<file path="src/rtl/phy_seq_pkg.sv">
package phy_seq_pkg;

  typedef enum logic [2:0] {
    S_IDLE, S_OFF, S_SETTLE, S_CAL, S_DLL, S_LOCK
  } seq_state_e;

  localparam logic [31:0] LIM_B1   = 32'd75_000_000;
  localparam logic [31:0] LIM_B2   = 32'd125_000_000;
  localparam logic [31:0] LIM_B3   = 32'd175_000_000;
  localparam logic [31:0] NOM_B1   = 32'd50_000_000;
  localparam logic [31:0] NOM_B2   = 32'd100_000_000;
  localparam logic [31:0] NOM_B3   = 32'd150_000_000;
  localparam logic [31:0] NOM_B0   = 32'd200_000_000;
  localparam logic [31:0] TOL_HZ   = 32'd15_000_000;
  localparam logic [3:0]  OTAP_DLY = 4'd4;

  function automatic logic [2:0] ohm_to_drv(input logic [15:0] ohm);
    case (ohm)
      16'd33:  return 3'd1;
      16'd66:  return 3'd2;
      16'd100: return 3'd3;
      16'd40:  return 3'd4;
      default: return 3'd0;  // 50 ohm and any unsupported value
    endcase
  endfunction

endpackage

</file>
<file path="src/rtl/sync2.sv">
module sync2 #(
  parameter int WIDTH  = 2,
  parameter int STAGES = 2
) (
  input  logic             clk_i,
  input  logic             rst_ni,
  input  logic [WIDTH-1:0] d_i,
  output logic [WIDTH-1:0] q_o
);
  logic [WIDTH-1:0] stg_q [STAGES];

  always_ff @(posedge clk_i or negedge rst_ni) begin
    if (!rst_ni) begin
      for (int i = 0; i < STAGES; i++) stg_q[i] <= '0;
    end else begin
      stg_q[0] <= d_i;
      for (int i = 1; i < STAGES; i++) stg_q[i] <= stg_q[i-1];
    end
  end

  assign q_o = stg_q[STAGES-1];
endmodule

</file>
<file path="src/rtl/us_timer.sv">
module us_timer #(
  parameter int CLK_MHZ = 200,
  parameter int MAX_US  = 50000,
  localparam int PW     = $clog2(CLK_MHZ + 1),
  localparam int UW     = $clog2(MAX_US + 1)
) (
  input  logic          clk_i,
  input  logic          rst_ni,
  input  logic          clr_i,
  output logic [UW-1:0] us_o
);
  logic [PW-1:0] pre_q;
  logic          tick;

  assign tick = (pre_q == PW'(CLK_MHZ - 1));

  always_ff @(posedge clk_i or negedge rst_ni) begin
    if (!rst_ni) begin
      pre_q <= '0;
      us_o  <= '0;
    end else if (clr_i) begin
      pre_q <= '0;
      us_o  <= '0;
    end else begin
      pre_q <= tick ? '0 : pre_q + 1'b1;
      if (tick && us_o != UW'(MAX_US)) us_o <= us_o + 1'b1;
    end
  end
endmodule

</file>
<file path="src/rtl/rate_band.sv">
module rate_band
  import phy_seq_pkg::*;
(
  input  logic [31:0] rate_i,
  output logic [1:0]  band_o,
  output logic        warn_o
);
  logic [31:0] nom, diff;

  always_comb begin
    if (rate_i == '0)         begin band_o = 2'd0; nom = NOM_B0; end
    else if (rate_i < LIM_B1) begin band_o = 2'd1; nom = NOM_B1; end
    else if (rate_i < LIM_B2) begin band_o = 2'd2; nom = NOM_B2; end
    else if (rate_i < LIM_B3) begin band_o = 2'd3; nom = NOM_B3; end
    else                      begin band_o = 2'd0; nom = NOM_B0; end
    diff   = (rate_i > nom) ? rate_i - nom : nom - rate_i;
    warn_o = (rate_i > NOM_B0) || (rate_i > NOM_B1 && diff > TOL_HZ);
  end
endmodule

</file>
<file path="src/rtl/phy_pwr_seq.sv">
module phy_pwr_seq
  import phy_seq_pkg::*;
#(
  parameter int CLK_MHZ    = 200,
  parameter int SETTLE_US  = 3,
  parameter int CAL_TO_US  = 50,
  parameter int LOCK_TO_US = 50000,
  parameter int IMP_W      = 8,
  localparam int MAX_A     = (SETTLE_US > CAL_TO_US) ? SETTLE_US : CAL_TO_US,
  localparam int MAX_US    = (MAX_A > LOCK_TO_US) ? MAX_A : LOCK_TO_US,
  localparam int UW        = $clog2(MAX_US + 1)
) (
  input  logic             clk_i,
  input  logic             rst_ni,
  input  logic             on_req_i,
  input  logic             off_req_i,
  input  logic [31:0]      rate_hz_i,
  input  logic [IMP_W-1:0] imp_ohm_i,
  input  logic             cal_done_i,
  input  logic             dll_rdy_i,
  output logic             pwr_en_o,
  output logic             dll_en_o,
  output logic [1:0]       freq_band_o,
  output logic [2:0]       drv_code_o,
  output logic             otap_en_o,
  output logic [3:0]       otap_sel_o,
  output logic             done_o,
  output logic             err_cal_o,
  output logic             err_dll_o,
  output logic             rate_warn_o
);
  seq_state_e    state_q, state_d;
  logic [UW-1:0] us_cnt;
  logic [1:0]    stat_s;
  logic          cal_s, lock_s;
  logic [1:0]    band_c, band_q;
  logic          warn_c, zero_q;

  sync2 #(.WIDTH(2), .STAGES(2)) u_sync (
    .clk_i, .rst_ni, .d_i({dll_rdy_i, cal_done_i}), .q_o(stat_s)
  );
  assign cal_s  = stat_s[0];
  assign lock_s = stat_s[1];

  us_timer #(.CLK_MHZ(CLK_MHZ), .MAX_US(MAX_US)) u_tmr (
    .clk_i, .rst_ni, .clr_i(state_d != state_q), .us_o(us_cnt)
  );

  rate_band u_band (.rate_i(rate_hz_i), .band_o(band_c), .warn_o(warn_c));

  always_comb begin
    state_d = state_q;
    unique case (state_q)
      S_IDLE:   if (on_req_i) state_d = S_SETTLE;
                else if (off_req_i) state_d = S_OFF;
      S_OFF:    state_d = S_IDLE;
      S_SETTLE: if (us_cnt == UW'(SETTLE_US)) state_d = S_CAL;
      S_CAL:    if (cal_s) state_d = S_DLL;
                else if (us_cnt == UW'(CAL_TO_US)) state_d = S_IDLE;
      S_DLL:    state_d = zero_q ? S_IDLE : S_LOCK;
      S_LOCK:   if (lock_s || us_cnt == UW'(LOCK_TO_US)) state_d = S_IDLE;
      default:  state_d = S_IDLE;
    endcase
  end

  always_ff @(posedge clk_i or negedge rst_ni) begin
    if (!rst_ni) begin
      state_q     <= S_IDLE;
      pwr_en_o    <= 1'b0;
      dll_en_o    <= 1'b0;
      freq_band_o <= '0;
      drv_code_o  <= '0;
      otap_en_o   <= 1'b0;
      otap_sel_o  <= '0;
      done_o      <= 1'b0;
      err_cal_o   <= 1'b0;
      err_dll_o   <= 1'b0;
      rate_warn_o <= 1'b0;
      band_q      <= '0;
      zero_q      <= 1'b0;
    end else begin
      state_q <= state_d;
      unique case (state_q)
        S_IDLE: if (on_req_i || off_req_i) begin
          pwr_en_o  <= 1'b0;
          dll_en_o  <= 1'b0;
          done_o    <= 1'b0;
          err_cal_o <= 1'b0;
          err_dll_o <= 1'b0;
          if (on_req_i) begin
            drv_code_o  <= ohm_to_drv(16'(imp_ohm_i));
            otap_en_o   <= 1'b1;
            otap_sel_o  <= OTAP_DLY;
            band_q      <= band_c;
            rate_warn_o <= warn_c;
            zero_q      <= (rate_hz_i == '0);
          end else begin
            rate_warn_o <= 1'b0;
          end
        end
        S_OFF:    done_o <= 1'b1;
        S_SETTLE: if (state_d == S_CAL) pwr_en_o <= 1'b1;
        S_CAL: begin
          if (cal_s) freq_band_o <= band_q;
          else if (state_d == S_IDLE) err_cal_o <= 1'b1;
        end
        S_DLL: begin
          dll_en_o <= 1'b1;
          if (zero_q) done_o <= 1'b1;  // no input clock: lock cannot be awaited
        end
        S_LOCK: begin
          if (lock_s) done_o <= 1'b1;
          else if (state_d == S_IDLE) err_dll_o <= 1'b1;
        end
        default: ;
      endcase
    end
  end

  p_dll_needs_pwr_r6: assert property (@(posedge clk_i) disable iff (!rst_ni)
    dll_en_o |-> pwr_en_o);
  p_band_stable_r6: assert property (@(posedge clk_i) disable iff (!rst_ni)
    $rose(dll_en_o) |-> $stable(freq_band_o));
  p_end_excl_r11: assert property (@(posedge clk_i) disable iff (!rst_ni)
    $onehot0({done_o, err_cal_o, err_dll_o}));
  p_cal_err_r3: assert property (@(posedge clk_i) disable iff (!rst_ni)
    $rose(err_cal_o) |-> pwr_en_o && !dll_en_o);
  p_dll_err_r8: assert property (@(posedge clk_i) disable iff (!rst_ni)
    $rose(err_dll_o) |-> dll_en_o && pwr_en_o);
  p_otap_ready_r10: assert property (@(posedge clk_i) disable iff (!rst_ni)
    pwr_en_o |-> otap_en_o && otap_sel_o == 4'd4);
  p_busy_ignore_r11: assert property (@(posedge clk_i) disable iff (!rst_ni)
    (state_q == S_LOCK && off_req_i && !lock_s && us_cnt != UW'(LOCK_TO_US)) |=> dll_en_o);
endmodule

</file>
<file path="config.mk">
export PLATFORM = sky130hd
export DESIGN_NAME = phy_pwr_seq
export DESIGN_NICKNAME = d
export VERILOG_FILES = /design/src/rtl/phy_seq_pkg.sv /design/src/rtl/sync2.sv /design/src/rtl/us_timer.sv /design/src/rtl/rate_band.sv /design/src/rtl/phy_pwr_seq.sv
export SDC_FILE = /design/constraint.sdc
export NUM_CORES = 1
export LEC_CHECK = 0
export ABC_CLOCK_PERIOD_IN_PS = 3700
export BUFFER_PORTS_ARGS = -buffer_cell sky130_fd_sc_hd__buf_2
export CORE_UTILIZATION = 40
export DETAILED_ROUTE_END_ITERATION = 10
export GPL_ROUTABILITY_DRIVEN = 0
export PLACE_DENSITY = 0.55
export RECOVER_POWER = 50
export SYNTH_ARGS = -nofsm -noshare
export SYNTH_HDL_FRONTEND = slang
export SYNTH_HIERARCHICAL = 1
export SYNTH_SLANG_ARGS = --single-unit
export TNS_END_PERCENT = 1
</file>
<file path="constraint.sdc">
create_clock -name clk_i -period 3.7 [get_ports clk_i]
set_clock_uncertainty 0.1 [all_clocks]
set_input_delay 0 -clock clk_i [delete_from_list [all_inputs] [get_ports clk_i]]
set_output_delay 0 -clock clk_i [all_outputs]
set_load 0.01 [all_outputs]
</file>
Word-level counts from Yosys, hierarchy flattened
Index checks and enable logic that the tools add are counted.

cells by class
  $add $sub $neg = 4
  magnitude comparators = 7
  equal/unequal tests = 24
  mux-type cells = 35
  reductions and logical operators = 22

operator list
  kind                                                          number
  two-way mux 32 bit                                            4
  less-than comparator 32 x 27 -> 1 bit, second input constant  2
  subtractor 32 bit                                             2
  > comparator 32 x 24 -> 1 bit, second input constant          1
  > comparator 32 x 26 -> 1 bit, second input constant          1
  > comparator 32 x 28 -> 1 bit, second input constant          1
  > comparator 32 bit                                           1
  logical NOT 32 bit                                            1
  less-than comparator 32 x 28 -> 1 bit, second input constant  1
  two-way mux 16 bit                                            2
  two-way mux 26 bit                                            1
  two-way mux 3 bit                                             7
  adder 16 x 1 -> 16 bit, second input constant                 1
  == test 16 bit, second input constant                         1
  == test 16 x 2 -> 1 bit, second input constant                1
  == test 16 x 6 -> 1 bit, second input constant                1
  == test 8 x 6 -> 1 bit, second input constant                 2
  == test 8 x 7 -> 1 bit, second input constant                 2
  two-way mux 8 bit                                             2
  != test 16 bit, second input constant                         1
  case mux 3 bit (5 select lines)                               1
  != test 2 bit, second input constant                          7
  case mux 3 bit (4 select lines)                               1
  AND reduction 4 bit                                           3
  18 further kinds                                              45

storage, ports and cells
  flip-flop bits (word level) = 46
  input port bits = 46
  output and inout bits = 16

Longest topological paths before layout
  depth in word-level cells = 11
  gate-level depth with buffers = 24
  mapped depth without buffers = 22

Hierarchy
Netlist, hierarchy kept.

by module, submodules not included
  module       times used  cells each  area each (µm²)
  rate_band    1           403         2670.1
  us_timer     1           138         1347.5
  phy_pwr_seq  1           117         1084.8
  sync2        1           6           115.1

Worst setup path before layout
Ideal clock, no wire load.

  kind = in2reg
  from = input port rate_hz_i[0]
  to = register rate_warn_o
  arrival = 4.805 ns
  setup slack = -1.327 ns
  stages = 22
  buffers on the path = 0
  cells stage by stage = or4_4 > or2_2 > nor2_1 > nand2_1 > nor3_1 > nor2_1 > o21ai_1 > o22a_1 > inv_1 > ha_1 > fa_1 > nor2b_1 > nor3_1 > o22a_1 > o311ai_0 > xor2_1 > nand4_1 > o31a_1 > a211o_1 > nor4_1 > a211oi_1 > a32o_1

on the way
  cells in the longest elaborated chain, start to end = 11
  elaborated cells between the ends (all ways) = 18
  those cells by class = 2 x add/sub; 7 x order compare; 6 x mux; 3 x reduce/logical

RTL lines
  item                                                      line               text
  start: declaration                                        phy_pwr_seq.sv:17  input logic [31:0] rate_hz_i,
  less-than comparator 32 x 28 -> 1 bit                     rate_band.sv:14    else if (rate_i < LIM_B3) begin band_o = 2'd3; nom = NOM_B3; end
  two-way mux 26 bit                                        rate_band.sv:14
  two-way mux 32 bit                                        rate_band.sv:13    else if (rate_i < LIM_B2) begin band_o = 2'd2; nom = NOM_B2; end
  two-way mux 32 bit                                        rate_band.sv:12    else if (rate_i < LIM_B1) begin band_o = 2'd1; nom = NOM_B1; end
  two-way mux 32 bit                                        rate_band.sv:11    if (rate_i == '0) begin band_o = 2'd0; nom = NOM_B0; end
  subtractor 32 bit or > comparator 32 bit (tied branches)  rate_band.sv:16    diff = (rate_i > nom) ? rate_i - nom : nom - rate_i;
  two-way mux 32 bit                                        rate_band.sv:16
  > comparator 32 x 24 -> 1 bit                             rate_band.sv:17    warn_o = (rate_i > NOM_B0) || (rate_i > NOM_B1 && diff > TOL_HZ);
  logical AND 1 bit                                         rate_band.sv:17
  logical OR 1 bit (*)                                      rate_band.sv:17
  via warn_c                                                phy_pwr_seq.sv:37  logic warn_c, zero_q;
  two-way mux 1 bit (*)                                     phy_pwr_seq.sv:90  if (on_req_i) begin
  end signal: assignment                                    phy_pwr_seq.sv:95  rate_warn_o <= warn_c;
  end: declaration                                          phy_pwr_seq.sv:30  output logic rate_warn_o

Mark *: on every way through the listed nets, which the timed path passes. The rest lies on a longest branch.
A chain may end at the register's enable or synchronous reset.

Worst setup path in the final report
  from = input port rate_hz_i[6]
  to = register rate_warn_o

Same word-level chain as after synthesis.

==> impl_metrics.tcl <==
set metrics [dict create \
    outcome "complete, but fails checks" \
    violations "max-capacitance violations, max-slew violations, negative setup slack" \
    wl_per_cell_um 17.6 \
    clkSinkCount 46 \
    hold_depth 4 \
    io_buffer_count 58 \
    p_int_w 0.00130 \
    vias_per_cell 5.76 \
    wl_um 18700 \
    grt_max_degree 47 \
    async_flop_share_pct 100 \
    leakagePower_nw 3.25 \
    tightestPinTransition_ns 2.37 \
    vdd_drop_max_mv 0.184 \
    first_iter_violations 444 \
    yosysWarnings 6 \
    nFillCells 1202 \
    grt_pass1_wl_um 29200 \
    design.die.area_sq_um 13500 \
    grt_pass1_vias 6049 \
    dp_slack_ns -1.32 \
    reg2reg_to "u_tmr/pre_q[5]$_DFF_PN0_" \
    crit_type "input pin to flip-flop" \
    end_kind "flip-flop" \
    worstHoldStart "rate_hz_i[14]" \
    dpl_cell_area_sq_um 6860 \
    h-tree-depth 2 \
    n_antenna_cell 0 \
    synth_edf_count 0 \
    ys.flop_type "dfrtp_1" \
    post-route-drc-count 0 \
    r2r_cells 7 \
    crit_top_cell "buf_4" \
    netlist_area_sq_um 5220 \
    hpwlAfterDp_um 14700 \
    synth_top_area_share_pct 22.1 \
    holdWs_ns 0.00654 \
    ys_ff_latch 46 \
    worst_slack_ns -0.892 \
    grt_use_total_pct 27.9 \
    final-max-slew-violation-count 47 \
    p_sw_share_pct 34.7 \
    crit_slowest_cell "a211oi_2" \
    vias 6110 \
    tritoncts "done" \
    relSlewSlack_pct -58.1 \
    path_delay_family "compound AO/OA/AOI/OAI gates" \
    worstPathMaxFanout 6 \
    initial_core_util_pct 41.2 \
    min_to "zero_q$_DFFE_PN0P_" \
    fmax_ghz 0.218 \
    synthToLayoutAreaGrowth_pct 42.5 \
    start_kind "input pin" \
    synthTopCellsByArea "dfrtp_1, ha_1, a21oi_1" \
    regToRegStartpoint "u_tmr/us_o[9]$_DFFE_PN0P_" \
    combPwrFrac_pct 39.7 \
    yosys.area.top_type "dfrtp_1" \
    setup_viol 1 \
    grt_setup_unrepaired "yes" \
    cts_buffers 5 \
    power.density_nw_per_um2 269 \
    critPathMaxStageDelay_ns 0.32 \
    overflow 0 \
    critical_path_arrival_ns 4.67 \
    core_region_area_sq_um 12700 \
    dieHeight_um 116 \
    ctsLongestPathBuffers 2 \
    firstDrtPassIters 5 \
    ant_nets 0 \
    postSynthAreaPerCell_sq_um 7.86 \
    period_share_pct 124 \
    period_minus_slack_ns 4.59 \
    worstPathRequired_ns 3.78 \
    tns_ns -0.892 \
    fin_area_sq_um 7430 \
    hold_violations 0 \
    syn_inst 664 \
    maxCapViolCount 1 \
    rows 41 \
    hold_class "input pin to flip-flop" \
    clkPwrFrac_pct 28.8 \
    die_x_um 116 \
    root_buffer "clkbuf_16" \
    clock_latency_ns 0.29 \
    yosysSeqAreaShare_pct 22.1 \
    critPathBufInv 6 \
    pwr-share-seq_pct 31.5 \
    p_total_w 0.00200 \
    synth_cell_types 86 \
    switchingPower_w 0.000694 \
    rrSetupSlack_ns 1.30 \
    antenna_found_initial 0 \
    path_clk_slew_ns 0.06 \
    fin_nets 964 \
    drive_above_1_share_pct 34.9 \
    io_pins 62 \
]
[how the worst max path moves through the flow]
stage	from	endpoint	slack, ns	cells after the start
2_1_floorplan	rate_hz_i[3]	rate_warn_o$_DFFE_PN0P_	-0.59	22
3_3_place_gp	rate_hz_i[6]	rate_warn_o$_DFFE_PN0P_	-1.24	22
3_5_place_dp	rate_hz_i[7]	rate_warn_o$_DFFE_PN0P_	-1.32	23
4_1_cts	rate_hz_i[6]	rate_warn_o$_DFFE_PN0P_	-0.78	22
5_1_grt	rate_hz_i[6]	rate_warn_o$_DFFE_PN0P_	-1.09	26
6_report	rate_hz_i[6]	rate_warn_o$_DFFE_PN0P_	-0.89	26
[tightest hold or removal path, delay by kind of cell]
kind	cells	cell delay, ns
buffers and inverters	1	0.13
and+or+nand+nor	2	0.14
AOI/OAI and AO/OA	1	0.07
[synthesized netlist by cell type (7+ instances only)]
master    instances
clkbuf_1         13
xnor2_1          11
clkbuf_8         10
ha_1             30
nand4_1          23
o31ai_1          11
nor4_1           21
a211oi_1         12
or4_1             8
nand2b_1          8
o211ai_1         11
nor2_1           54
o21ai_0          37
nor3_1           22
inv_1            39
a21oi_1          46
nand2_1          50
nand3b_1          7
and4_1            7
nand3_1          24
or3_1             9
dfrtp_1          46
xor2_1           14
[area by class of cell]
cell class              count  area [sq um]  area share [%]
clock buffers               5           125            1.68
flip-flops and latches     46          1150            15.5
repair buffers            250          1790            24.1
multi-input cells         545          3940            53.0
inverters                  39           146            1.97
well taps                 172           215            2.90
clock inverters             3          68.8           0.926
[power by group through the flow]
stage	Combinational, W	Sequential, W	Clock (W)
4_1_cts	0.000778	0.000626	0.000587
3_5_place_dp	0.000755	0.000634	0
3_3_place_gp	0.000741	0.000631	0
5_1_grt	0.000865	0.000637	0.000606
6_report	0.000794	0.000628	0.000575
2_1_floorplan	0.000450	0.000612	0
[per-layer routing]
layer / vias up / wire, um / track usage, % / share of wire, %
li1: 2947 / - / - / -
met1: 2868 / 7590 / 32.2 / 41
met2: 224 / 9230 / 50.4 / 49
met3: 71 / 1050 / 3.53 / 5.6
met4: 0 / 838 / 14.3 / 4.5
met5: - / 0 / 0 / 0
[layout by cell type (no fill, tap or decap), types with 5 or more instances in the layout]
| cell | count |
|---|---|
| buf_4 | 174 |
| nor2_1 | 51 |
| nand2_1 | 48 |
| dfrtp_1 | 46 |
| buf_2 | 44 |
| a21oi_1 | 41 |
| inv_1 | 37 |
| o21ai_0 | 30 |
| nand3_1 | 24 |
| ha_1 | 24 |
| nand4_1 | 23 |
| nor3_1 | 19 |
| nor4_1 | 18 |
| dlygate4sd3_1 | 15 |
| clkbuf_1 | 14 |
| xor2_1 | 14 |
| o211ai_1 | 11 |
| xnor2_1 | 11 |
| o31ai_1 | 10 |
| o21ai_1 | 10 |
| or3_1 | 9 |
| nand2b_1 | 8 |
| or4_1 | 8 |
| a211oi_1 | 8 |
| a21oi_2 | 8 |
| nand3b_1 | 7 |
| a31oi_1 | 6 |
| and4_1 | 6 |
| mux2i_1 | 6 |
| nor4_4 | 5 |
| nand4b_1 | 5 |
| mux2_2 | 5 |
| a21o_1 | 5 |
| clkbuf_16 | 5 |
| or2_2 | 5 |
| and3_1 | 5 |
| ha_4 | 5 |
[state kept, by name, summed over array words and instances (netlist names)]
| signal | flops |
|---|---|
| drv_code_o | 3 |
| band_q | 2 |
| u_sync/q_o | 2 |
| freq_band_o | 2 |
| done_o | 1 |
| pwr_en_o | 1 |
| u_tmr/us_o | 16 |
| u_tmr/pre_q | 8 |
| u_sync/stg_q | 2 |
| zero_q | 1 |
| state_q | 3 |
| err_dll_o | 1 |
| dll_en_o | 1 |
| otap_sel_o | 1 |
| rate_warn_o | 1 |
| err_cal_o | 1 |
[metrics by stage]
stage | utilization (%) | std cells
after floorplan | - | 666
after global placement | 54.1 | 1031
after detailed placement | 54.1 | 1031
after CTS | 57.7 | 1057
after global routing | 58.7 | 1060
final | 58.7 | 1060
[repair_timing]
action                                 4_1_cts  5_1_grt
setup endpoints to repair                    1        1
endpoints found under the hold margin       55        0
resized for setup                           17       24
setup buffers                                3        3
pin swaps                                   17       15
hold buffers                                15        0
[logic make-up after synthesis]
kind of cell	after synthesis	synth area share, %
buffers and inverters	75	8.01
multiplexers	11	2.23
AO/OA/AOI/OAI	188	24.3
AND/OR/NAND/NOR	287	31.6
other	1	0.0719
flip-flops	46	22.1
adder cells (fa/ha/maj)	31	7.58
XOR/XNOR	25	4.20
Power figures use the tool's default switching activity.
